$ cat src/rtl/tp_pkg.sv
package tp_pkg;

  typedef enum logic [1:0] {
    ST_IDLE  = 2'd0,
    ST_DELAY = 2'd1,
    ST_PULSE = 2'd2
  } tp_state_e;

  localparam int ADR_CTRL   = 0;
  localparam int ADR_DELAY  = 1;
  localparam int ADR_LENGTH = 2;
  localparam int ADR_ERRCNT = 3;
  localparam int ADR_RATE   = 4;
  localparam int ADR_BYPASS = 5;

endpackage

$ cat src/rtl/tp_seq_fsm.sv
module tp_seq_fsm
  import tp_pkg::*;
#(
  parameter int CFG_W = 12
) (
  input  logic             clk,
  input  logic             rst_n,
  input  logic             trig,
  input  logic             enable,
  input  logic             slow_tick,
  input  logic             fast_tick,
  input  logic [CFG_W-1:0] delay_cfg,
  input  logic [CFG_W-1:0] len_cfg,
  output logic             pulse,
  output logic             busy,
  output logic             start_ev,
  output logic             retrig_ev
);

  tp_state_e        state_q;
  logic [CFG_W-1:0] remain_q;

  logic accept_ev;
  logic delay_done;
  logic pulse_last;

  function automatic logic [CFG_W-1:0] step_down(input logic [CFG_W-1:0] v);
    return v - CFG_W'(1);
  endfunction

  assign accept_ev  = (state_q == ST_IDLE) && trig && enable;
  assign retrig_ev  = (state_q != ST_IDLE) && trig;
  assign delay_done = (state_q == ST_DELAY) && (remain_q == '0) && fast_tick;
  assign start_ev   = delay_done && (len_cfg != '0);
  assign pulse_last = (state_q == ST_PULSE) && fast_tick && (remain_q == CFG_W'(1));

  always_ff @(posedge clk) begin
    if (!rst_n) begin
      state_q  <= ST_IDLE;
      remain_q <= '0;
    end else begin
      case (state_q)
        ST_IDLE: begin
          if (accept_ev) begin
            state_q  <= ST_DELAY;
            remain_q <= delay_cfg;
          end
        end
        ST_DELAY: begin
          if (remain_q != '0) begin
            if (slow_tick) remain_q <= step_down(remain_q);
          end else if (delay_done) begin
            if (len_cfg != '0) begin
              state_q  <= ST_PULSE;
              remain_q <= len_cfg;
            end else begin
              state_q <= ST_IDLE;
            end
          end
        end
        ST_PULSE: begin
          if (pulse_last)     state_q  <= ST_IDLE;
          else if (fast_tick) remain_q <= step_down(remain_q);
        end
        default: state_q <= ST_IDLE;
      endcase
    end
  end

  assign pulse = (state_q == ST_PULSE);
  assign busy  = (state_q != ST_IDLE);

  assert_idle_hold_R2: assert property (@(posedge clk) disable iff (!rst_n)
    (state_q == ST_IDLE && trig && !enable) |=> (state_q == ST_IDLE));

  assert_delay_wait_R3: assert property (@(posedge clk) disable iff (!rst_n)
    (state_q == ST_DELAY && remain_q != '0 && !slow_tick) |=>
      (state_q == ST_DELAY && $stable(remain_q)));

  assert_pulse_on_fast_R3: assert property (@(posedge clk) disable iff (!rst_n)
    $rose(pulse) |-> $past(fast_tick));

  assert_pulse_len_nonzero_R4: assert property (@(posedge clk) disable iff (!rst_n)
    $rose(pulse) |-> ($past(len_cfg) != '0));

  assert_pulse_hold_R4: assert property (@(posedge clk) disable iff (!rst_n)
    (pulse && !fast_tick) |=> pulse);

endmodule

$ cat src/rtl/tp_sat_counter.sv
module tp_sat_counter #(
  parameter int W = 16
) (
  input  logic         clk,
  input  logic         rst_n,
  input  logic         inc,
  input  logic         clr,
  output logic [W-1:0] count
);

  localparam logic [W-1:0] TOP = {W{1'b1}};

  function automatic logic [W-1:0] sat_next(input logic [W-1:0] cur,
                                            input logic inc_i, input logic clr_i);
    if (clr_i) return '0;
    if (inc_i && cur != TOP) return cur + W'(1);
    return cur;
  endfunction

  always_ff @(posedge clk) begin
    if (!rst_n) count <= '0;
    else        count <= sat_next(count, inc, clr);
  end

  assert_saturate_R6: assert property (@(posedge clk) disable iff (!rst_n)
    (count == TOP && inc && !clr) |=> (count == TOP));

  assert_clear_R7: assert property (@(posedge clk) disable iff (!rst_n)
    clr |=> (count == '0));

  assert_step_R5: assert property (@(posedge clk) disable iff (!rst_n)
    (inc && !clr && count != TOP) |=> (count == $past(count) + W'(1)));

endmodule

$ cat src/rtl/tp_rate_meter.sv
module tp_rate_meter #(
  parameter int W = 24
) (
  input  logic         clk,
  input  logic         rst_n,
  input  logic         event_i,
  input  logic         window_i,
  output logic [W-1:0] rate_o
);

  localparam logic [W-1:0] TOP = {W{1'b1}};

  logic [W-1:0] win_cnt_q;

  always_ff @(posedge clk) begin
    if (!rst_n) begin
      win_cnt_q <= '0;
      rate_o    <= '0;
    end else if (window_i) begin
      rate_o    <= win_cnt_q;
      win_cnt_q <= event_i ? W'(1) : '0;
    end else if (event_i && win_cnt_q != TOP) begin
      win_cnt_q <= win_cnt_q + W'(1);
    end
  end

  assert_window_restart_R8: assert property (@(posedge clk) disable iff (!rst_n)
    (window_i && !event_i) |=> (win_cnt_q == '0));

  assert_rate_latch_R8: assert property (@(posedge clk) disable iff (!rst_n)
    window_i |=> (rate_o == $past(win_cnt_q)));

  assert_rate_hold_R8: assert property (@(posedge clk) disable iff (!rst_n)
    !window_i |=> $stable(rate_o));

endmodule

$ cat src/rtl/tp_sequencer.sv
module tp_sequencer
  import tp_pkg::*;
#(
  parameter int CFG_W  = 12,
  parameter int ERR_W  = 16,
  parameter int RATE_W = 24,
  parameter int DATA_W = 32,
  parameter int ADDR_W = 3
) (
  input  logic              clk,
  input  logic              rst_n,
  input  logic              trig_i,
  input  logic              slow_tick_i,
  input  logic              fast_tick_i,
  input  logic              sec_tick_i,
  input  logic              reg_we_i,
  input  logic [ADDR_W-1:0] reg_addr_i,
  input  logic [DATA_W-1:0] reg_wdata_i,
  output logic [DATA_W-1:0] reg_rdata_o,
  output logic              pulse_o,
  output logic              busy_o,
  output logic              bypass_main_o,
  output logic              bypass_status_o
);

  logic             en_q;
  logic [CFG_W-1:0] delay_q;
  logic [CFG_W-1:0] len_q;
  logic [1:0]       byp_q;

  logic              start_ev;
  logic              retrig_ev;
  logic              err_clr;
  logic [ERR_W-1:0]  err_cnt;
  logic [RATE_W-1:0] rate_val;

  function automatic logic hit(input logic [ADDR_W-1:0] a, input int idx);
    return a == ADDR_W'(idx);
  endfunction

  assign err_clr = reg_we_i && hit(reg_addr_i, ADR_ERRCNT);

  always_ff @(posedge clk) begin
    if (!rst_n) begin
      en_q    <= 1'b0;
      delay_q <= '0;
      len_q   <= '0;
      byp_q   <= '0;
    end else if (reg_we_i) begin
      if (hit(reg_addr_i, ADR_CTRL))   en_q    <= reg_wdata_i[0];
      if (hit(reg_addr_i, ADR_DELAY))  delay_q <= reg_wdata_i[CFG_W-1:0];
      if (hit(reg_addr_i, ADR_LENGTH)) len_q   <= reg_wdata_i[CFG_W-1:0];
      if (hit(reg_addr_i, ADR_BYPASS)) byp_q   <= reg_wdata_i[1:0];
    end
  end

  tp_seq_fsm #(.CFG_W(CFG_W)) fsm_i (
    .clk       (clk),
    .rst_n     (rst_n),
    .trig      (trig_i),
    .enable    (en_q),
    .slow_tick (slow_tick_i),
    .fast_tick (fast_tick_i),
    .delay_cfg (delay_q),
    .len_cfg   (len_q),
    .pulse     (pulse_o),
    .busy      (busy_o),
    .start_ev  (start_ev),
    .retrig_ev (retrig_ev)
  );

  tp_sat_counter #(.W(ERR_W)) err_i (
    .clk   (clk),
    .rst_n (rst_n),
    .inc   (retrig_ev),
    .clr   (err_clr),
    .count (err_cnt)
  );

  tp_rate_meter #(.W(RATE_W)) rate_i (
    .clk      (clk),
    .rst_n    (rst_n),
    .event_i  (start_ev),
    .window_i (sec_tick_i),
    .rate_o   (rate_val)
  );

  always_comb begin
    reg_rdata_o = '0;
    case (int'(reg_addr_i))
      ADR_CTRL:   reg_rdata_o = DATA_W'(en_q);
      ADR_DELAY:  reg_rdata_o = DATA_W'(delay_q);
      ADR_LENGTH: reg_rdata_o = DATA_W'(len_q);
      ADR_ERRCNT: reg_rdata_o = DATA_W'(err_cnt);
      ADR_RATE:   reg_rdata_o = DATA_W'(rate_val);
      ADR_BYPASS: reg_rdata_o = DATA_W'(byp_q);
      default:    reg_rdata_o = '0;
    endcase
  end

  assign bypass_main_o   = byp_q[0];
  assign bypass_status_o = byp_q[1];

  assert_bypass_write_R9: assert property (@(posedge clk) disable iff (!rst_n)
    (reg_we_i && hit(reg_addr_i, ADR_BYPASS)) |=>
      ({bypass_status_o, bypass_main_o} == $past(reg_wdata_i[1:0])));

  assert_retrig_counts_R5: assert property (@(posedge clk) disable iff (!rst_n)
    (busy_o && trig_i && !err_clr && err_cnt == '0) |=> (err_cnt != '0));

  assert_idle_no_pulse_R4: assert property (@(posedge clk) disable iff (!rst_n)
    !busy_o |-> !pulse_o);

endmodule

$ cat config.mk
export PLATFORM = sky130hd
export DESIGN_NAME = tp_sequencer
export DESIGN_NICKNAME = d
export VERILOG_FILES = /design/src/rtl/tp_pkg.sv /design/src/rtl/tp_seq_fsm.sv /design/src/rtl/tp_sat_counter.sv /design/src/rtl/tp_rate_meter.sv /design/src/rtl/tp_sequencer.sv
export SDC_FILE = /design/constraint.sdc
export NUM_CORES = 1
export LEC_CHECK = 0
export BUFFER_PORTS_ARGS = -buffer_cell sky130_fd_sc_hd__buf_2
export CAP_MARGIN = 25
export CORE_ASPECT_RATIO = 0.7
export CORE_MARGIN = 5
export CORE_UTILIZATION = 53
export CTS_CLUSTER_SIZE = 24
export DETAILED_ROUTE_END_ITERATION = 6
export PLACE_DENSITY = 0.77
export SLEW_MARGIN = 30
export SYNTH_ARGS = -nofsm -noshare
export SYNTH_HDL_FRONTEND = slang
export SYNTH_HIERARCHICAL = 1
export SYNTH_SLANG_ARGS = --single-unit
export TNS_END_PERCENT = 30
$ cat constraint.sdc
create_clock -name clk -period 2.8 [get_ports clk]
set_clock_uncertainty 0.15 [all_clocks]
set_input_delay 0.84 -clock clk [delete_from_list [all_inputs] [get_ports clk]]
set_output_delay 0.84 -clock clk [all_outputs]
set_load 0.05 [all_outputs]
# Word level (Yosys, flattened, before mapping)
# Index checks and enable logic that the tools add are counted.
[word_totals]
register_bits = 105
input_bits = 42
out_inout_bits = 36
[classes]
n_addsub = 3
n_eq_ne = 19
mux = 27
n_reduce_logical = 26
[ops]
columns = ["operator", "count"]
rows = [
  ["24-bit case mux with 6 select lines", 1],
  ["12-bit two-way mux", 7],
  ["16-bit two-way mux", 4],
  ["24-bit two-way mux", 2],
  ["12-bit case mux with 3 select lines", 1],
  ["24-bit by 1-bit adder with 24-bit output, second input constant", 1],
  ["24-bit inequality test, second input constant", 1],
  ["12-bit nonzero test", 2],
  ["16-bit by 1-bit adder with 16-bit output, second input constant", 1],
  ["16-bit inequality test, second input constant", 1],
  ["12-bit by 1-bit == test with 1-bit output, second input constant", 1],
  ["12-bit logical NOT", 1],
  ["12-bit by 1-bit subtractor with 12-bit output, second input constant", 1],
  ["1-bit logical AND", 11],
  ["2-bit two-way mux", 5],
  ["2-bit AND reduction", 4],
  ["7-bit AND reduction", 1],
  ["3-bit by 2-bit == test with 1-bit output, second input constant", 2],
  ["3-bit == test, second input constant", 2],
  ["1-bit two-way mux", 6],
  ["2-bit by 1-bit inequality test with 1-bit output, second input constant", 3],
  ["2-bit inequality test, second input constant", 3],
  ["3-bit inequality test, second input constant", 2],
  ["2-bit case mux with 3 select lines", 1],
  ["9 further kinds", 11],
]

# Logic depth before layout (Yosys ltp)
[depth]
ltp_word = 8
ltp_mapped = 11

# Modules after synthesis
# Netlist, hierarchy kept.
[modules_own_cells]
columns = ["mod", "instances", "cells_each", "area_each_um2", "seq_area_each_um2"]
rows = [
  ["tp_rate_meter", 1, 238, 2187.1, 960.9],
  ["tp_sequencer", 1, 194, 1615.3, 540.5],
  ["tp_seq_fsm", 1, 167, 1308.8, 280.3],
  ["tp_sat_counter", 1, 92, 783.3, 320.3],
]

# Worst setup path before layout
# No wires, ideal clock.
[synth_path]
path_kind = "input port to output port"
from = "input reg_addr_i[2]"
to = "output reg_rdata_o[10]"
arrival_time_ps = 2220
slack_ps = -410
path_stages = 5
path_buffers = 2
cell_sequence = "buf_4 nor2b_1 buf_4 a22oi_1 o22ai_1"
[synth_via]
elab_chain_len = 2
word_cells_on_any_way = 7
classes_between = "eq/ne (5); mux (1); reduce/logical (1)"
[synth_lines]
columns = ["item", "line", "text"]
rows = [
  ["start, declared", "tp_sequencer.sv:17", "input logic [ADDR_W-1:0] reg_addr_i,"],
  ["3-bit == test (tied with other cells)", "tp_sequencer.sv:90", "case (int'(reg_addr_i))"],
  ["24-bit case mux with 6 select lines *", "tp_sequencer.sv:90", ""],
  ["end, declared", "tp_sequencer.sv:19", "output logic [DATA_W-1:0] reg_rdata_o,"],
]
# Every way passes the cells marked *; elsewhere a longest branch is shown, timed or not.

# Final worst setup path
[layout_path]
from = "input reg_addr_i[2]"
to = "output reg_rdata_o[0]"
# Same word-level chain as after synthesis.

==> results.md <==
- Clock Tree Buf Depth: 2
- Netlist Area Pre-Place: between 5000 and 6000 µm²
- Cell area after layout: about 7300 µm²
- PwrDens: between 400 and 500 nW/µm²
- Final nets: roughly 810
- Final Cycle Share: 1.022
- Die height: just under 100 µm
- Die area: between 10000 and 15000 µm²
- Peak VDD IR: about 0.35 mV
- Worst-skew pair later-pin latency: 0.36 ns
- Crit path max fanout: 4
- I/O pins: about 80
- Fill cells: 838
- Pin count of the biggest net entering global routing: 27
- Syn_area_per_cell: between 8 and 9 µm²
- Critical Path RT: 1.81 ns
- CP Launch Point: reg_addr_i[2]
- Diode count: 0
- Avg Vias per Cell: roughly 6.4
- FF-to-FF End: rate_i/win_cnt_q[15]$_SDFFE_PN0P_
- Synthesized instance count: between 600 and 700
- R2r startpoint: fsm_i/remain_q[1]$_SDFFE_PN0P_
- Setup CP Type: in -> out
- Num rows: 32
- Synth async-reset ratio: 0
- Ys Warns: 6
- Drt first pass iters: 6
- Area leader, netlist: dfxtp_1
- Synth top area share: 0.3566
- Hold Worst Slack: about 0.35 ns
- CTS Buf Count: 9
- Initial antenna violation count: 0
- FF-to-FF setup slack: around 0.10 ns
- Area of placed instances: between 6000 and 7000 µm²
- Max Slew Vio Count: 0
- Share of cells above drive strength 1: 0.2282
- Max-cap violations: 0
- Failing checks: negative setup slack
- Final core utilization: 0.6645
- # hold bufs at CTS: 0
- Sequential cell area fraction in the yosys report: 0.3566
- Final ANT Viol Nets: 0
- Pleak: between 0.002 and 0.003 µW
- Max_slew headroom: 0.4849
- Starting Density: 0.5393
- Outcome: finished, violations left
- Sink Count: between 100 and 150
- Crit path DAT: between 1.5 and 2 ns
- Dpl cells: 900
- Die width: between 100 and 150 µm
- Fin. Hold Viols: 0
- HPWL Detailed: ~13000 µm
- Reg2Reg Depth: 9
- GRT Total Usage: 0.2658
- Synth Register Bits: between 100 and 150
- Critical Path Start Type: input pin
- Netlist cell types: between 80 and 90
- Routed WL per cell: about 20 µm
- First-pass GRT wire length: about 29000 µm
- H-tree depth: 3
- Vias in the first global route: between 5000 and 6000
- Area delta synth->final: 23.22%
- Hold_sp: delay_q[7]$_SDFFE_PN0P_
- CTS root buffer: clkbuf_16
- Tightest Hold Check Type: reg -> reg
- PnR worst setup slack: -0.06069 ns
- Initial DRC count: between 800 and 900
- Placeable core area: around 11000 µm²
- EDFF count, synth: 0
- RSZ-0062 raised after global routing: true
- Vias: slightly below 6000
- Final setup viols: 10
- Overflow after GRT: 0
- Clock slew at reported path FFs: around 0.07 ns
- Final WL: around 18000 µm
- Dominant cells by area after synthesis: dfxtp_1 36%, mux2i_1 7.1%, nand2_1 5.4%
- CP endpoint kind: output pin
- CTS tree: done
- Worst slack at placement: -0.2929 ns
- Tmin final: around 2.9 ns
- Port Buffers: 49
- Critical Path Sink: reg_rdata_o[0]
- Layout Cells excl Fill: roughly 900
- Worst-Margin Slew: around 0.77 ns
- Post-synth top flop: dfxtp_1
- Final GP Congestion: 0.9417
- Max Clk Rate: between 300 and 400 MHz
- DRC violations left: 0
==> worst min path at each step <==
stage                                    endpoint  cells after the start
after global placement    delay_q[7]$_SDFFE_PN0P_                      2
final                     delay_q[7]$_SDFFE_PN0P_                      2
after global routing      delay_q[7]$_SDFFE_PN0P_                      2
after detailed placement  delay_q[0]$_SDFFE_PN0P_                      2
after floorplan           delay_q[0]$_SDFFE_PN0P_                      2
after CTS                 delay_q[0]$_SDFFE_PN0P_                      2
==> timing repair <==
item	CTS	global route
resized for setup	59	14
pin swaps	2	3
buffers inserted	2	1
endpoints found under the setup margin	25	33
gates cloned	1	0
==> report_power, final <==
group | internal [µW] | switching, µW | leakage [µW]
sequential | 1520 | 28.4 | 0.000847
clock | 639 | 595 | 0.000136
combinational | 283 | 442 | 0.00170
==> Yosys cell counts, types with 11 or more instances <==
| cell | count |
|---|---|
| a21boi_1 | 25 |
| a21oi_1 | 30 |
| a22oi_1 | 11 |
| and3_1 | 13 |
| buf_4 | 15 |
| clkbuf_1 | 20 |
| dfxtp_1 | 105 |
| inv_1 | 14 |
| mux2i_1 | 42 |
| nand2_1 | 85 |
| nand3_1 | 21 |
| nand4_1 | 18 |
| nor2_1 | 31 |
| nor2b_1 | 31 |
| o21ai_0 | 31 |
| o22ai_1 | 13 |
| or3_1 | 16 |
==> critical path: stages <==
cell	delay, ns
buf_8	0.10
buf_6	0.11
mux2_4	0.29
a32oi_1	0.14
o211ai_1	0.16
buf_4	0.22
==> cell type report <==
cell class	instances	area [µm²]	share of cell area
repair buffers	100	857.1	0.1180
multi-input cells	532	3771	0.5192
flip-flops and latches	105	2102	0.2894
inverters	14	52.55	0.007235
clock buffers	10	239.0	0.03290
well taps	153	191.4	0.02636
clock inverters	6	50.05	0.006891
==> layout by cell type, fill, tap and decap left out, drive strengths merged, types with 8 or more instances in the layout <==
master and count:
mux2i 42, and4 8, dfxtp 105, ha 8
o21ai 32, nand4 19, or3 18, a22oi 11
nor2b 32, a21oi 30, and3 14, a21boi 27
nand2 85, conb 8, buf 98, nand3 22
nor2 33, nor4 11, o22ai 13, o211ai 9
inv 17, clkbuf 11, nor3 9
==> per-stage QoR <==
| stage | total power (µW) | setup TNS [ns] |
|---|---|---|
| floorplan | 2054 | -0.2591 |
| global placement | 2221 | -3.456 |
| detailed placement | 2244 | -4.219 |
| CTS | 3487 | -0.07298 |
| global route | 3619 | -0.7614 |
| finish | 3503 | -0.3075 |
==> layer usage <==
| metal | part of all wire | track usage | up-vias | wire (µm) |
|---|---|---|---|---|
| met3 | 0.11 | 0.08187 | 50 | 2020 |
| met5 | 0 | 0 | - | 0 |
| li1 | - | - | 2693 | - |
| met2 | 0.44 | 0.4002 | 369 | 7961 |
| met4 | 0.024 | 0.07591 | 0 | 427 |
| met1 | 0.42 | 0.3675 | 2795 | 7665 |
==> state kept, by name, summed over array words and instances, names as in the netlist <==
name and count:
rate_i/rate_o 24, rate_i/win_cnt_q 24, delay_q 12, len_q 12, byp_q 2, fsm_i/remain_q 12
fsm_i/state_q 2, en_q 1, err_i/count 16
==> logic make-up (layout without fill, tap and decap cells) <==
| family | after synthesis | after routing | share of synthesized area |
|---|---|---|---|
| AND/OR/NAND/NOR | 284 | 284 | 0.2687 |
| AO/OA/AOI/OAI | 175 | 175 | 0.2102 |
| flip-flops | 105 | 105 | 0.3566 |
| buffers and inverters | 61 | 130 | 0.05285 |
| multiplexers | 43 | 43 | 0.07323 |
| XOR/XNOR | 14 | 14 | 0.02080 |
| adder cells (fa/ha/maj) | 8 | 8 | 0.01698 |
| other | 1 | 8 | 0.0006362 |
(Power assumes the default switching activity.)
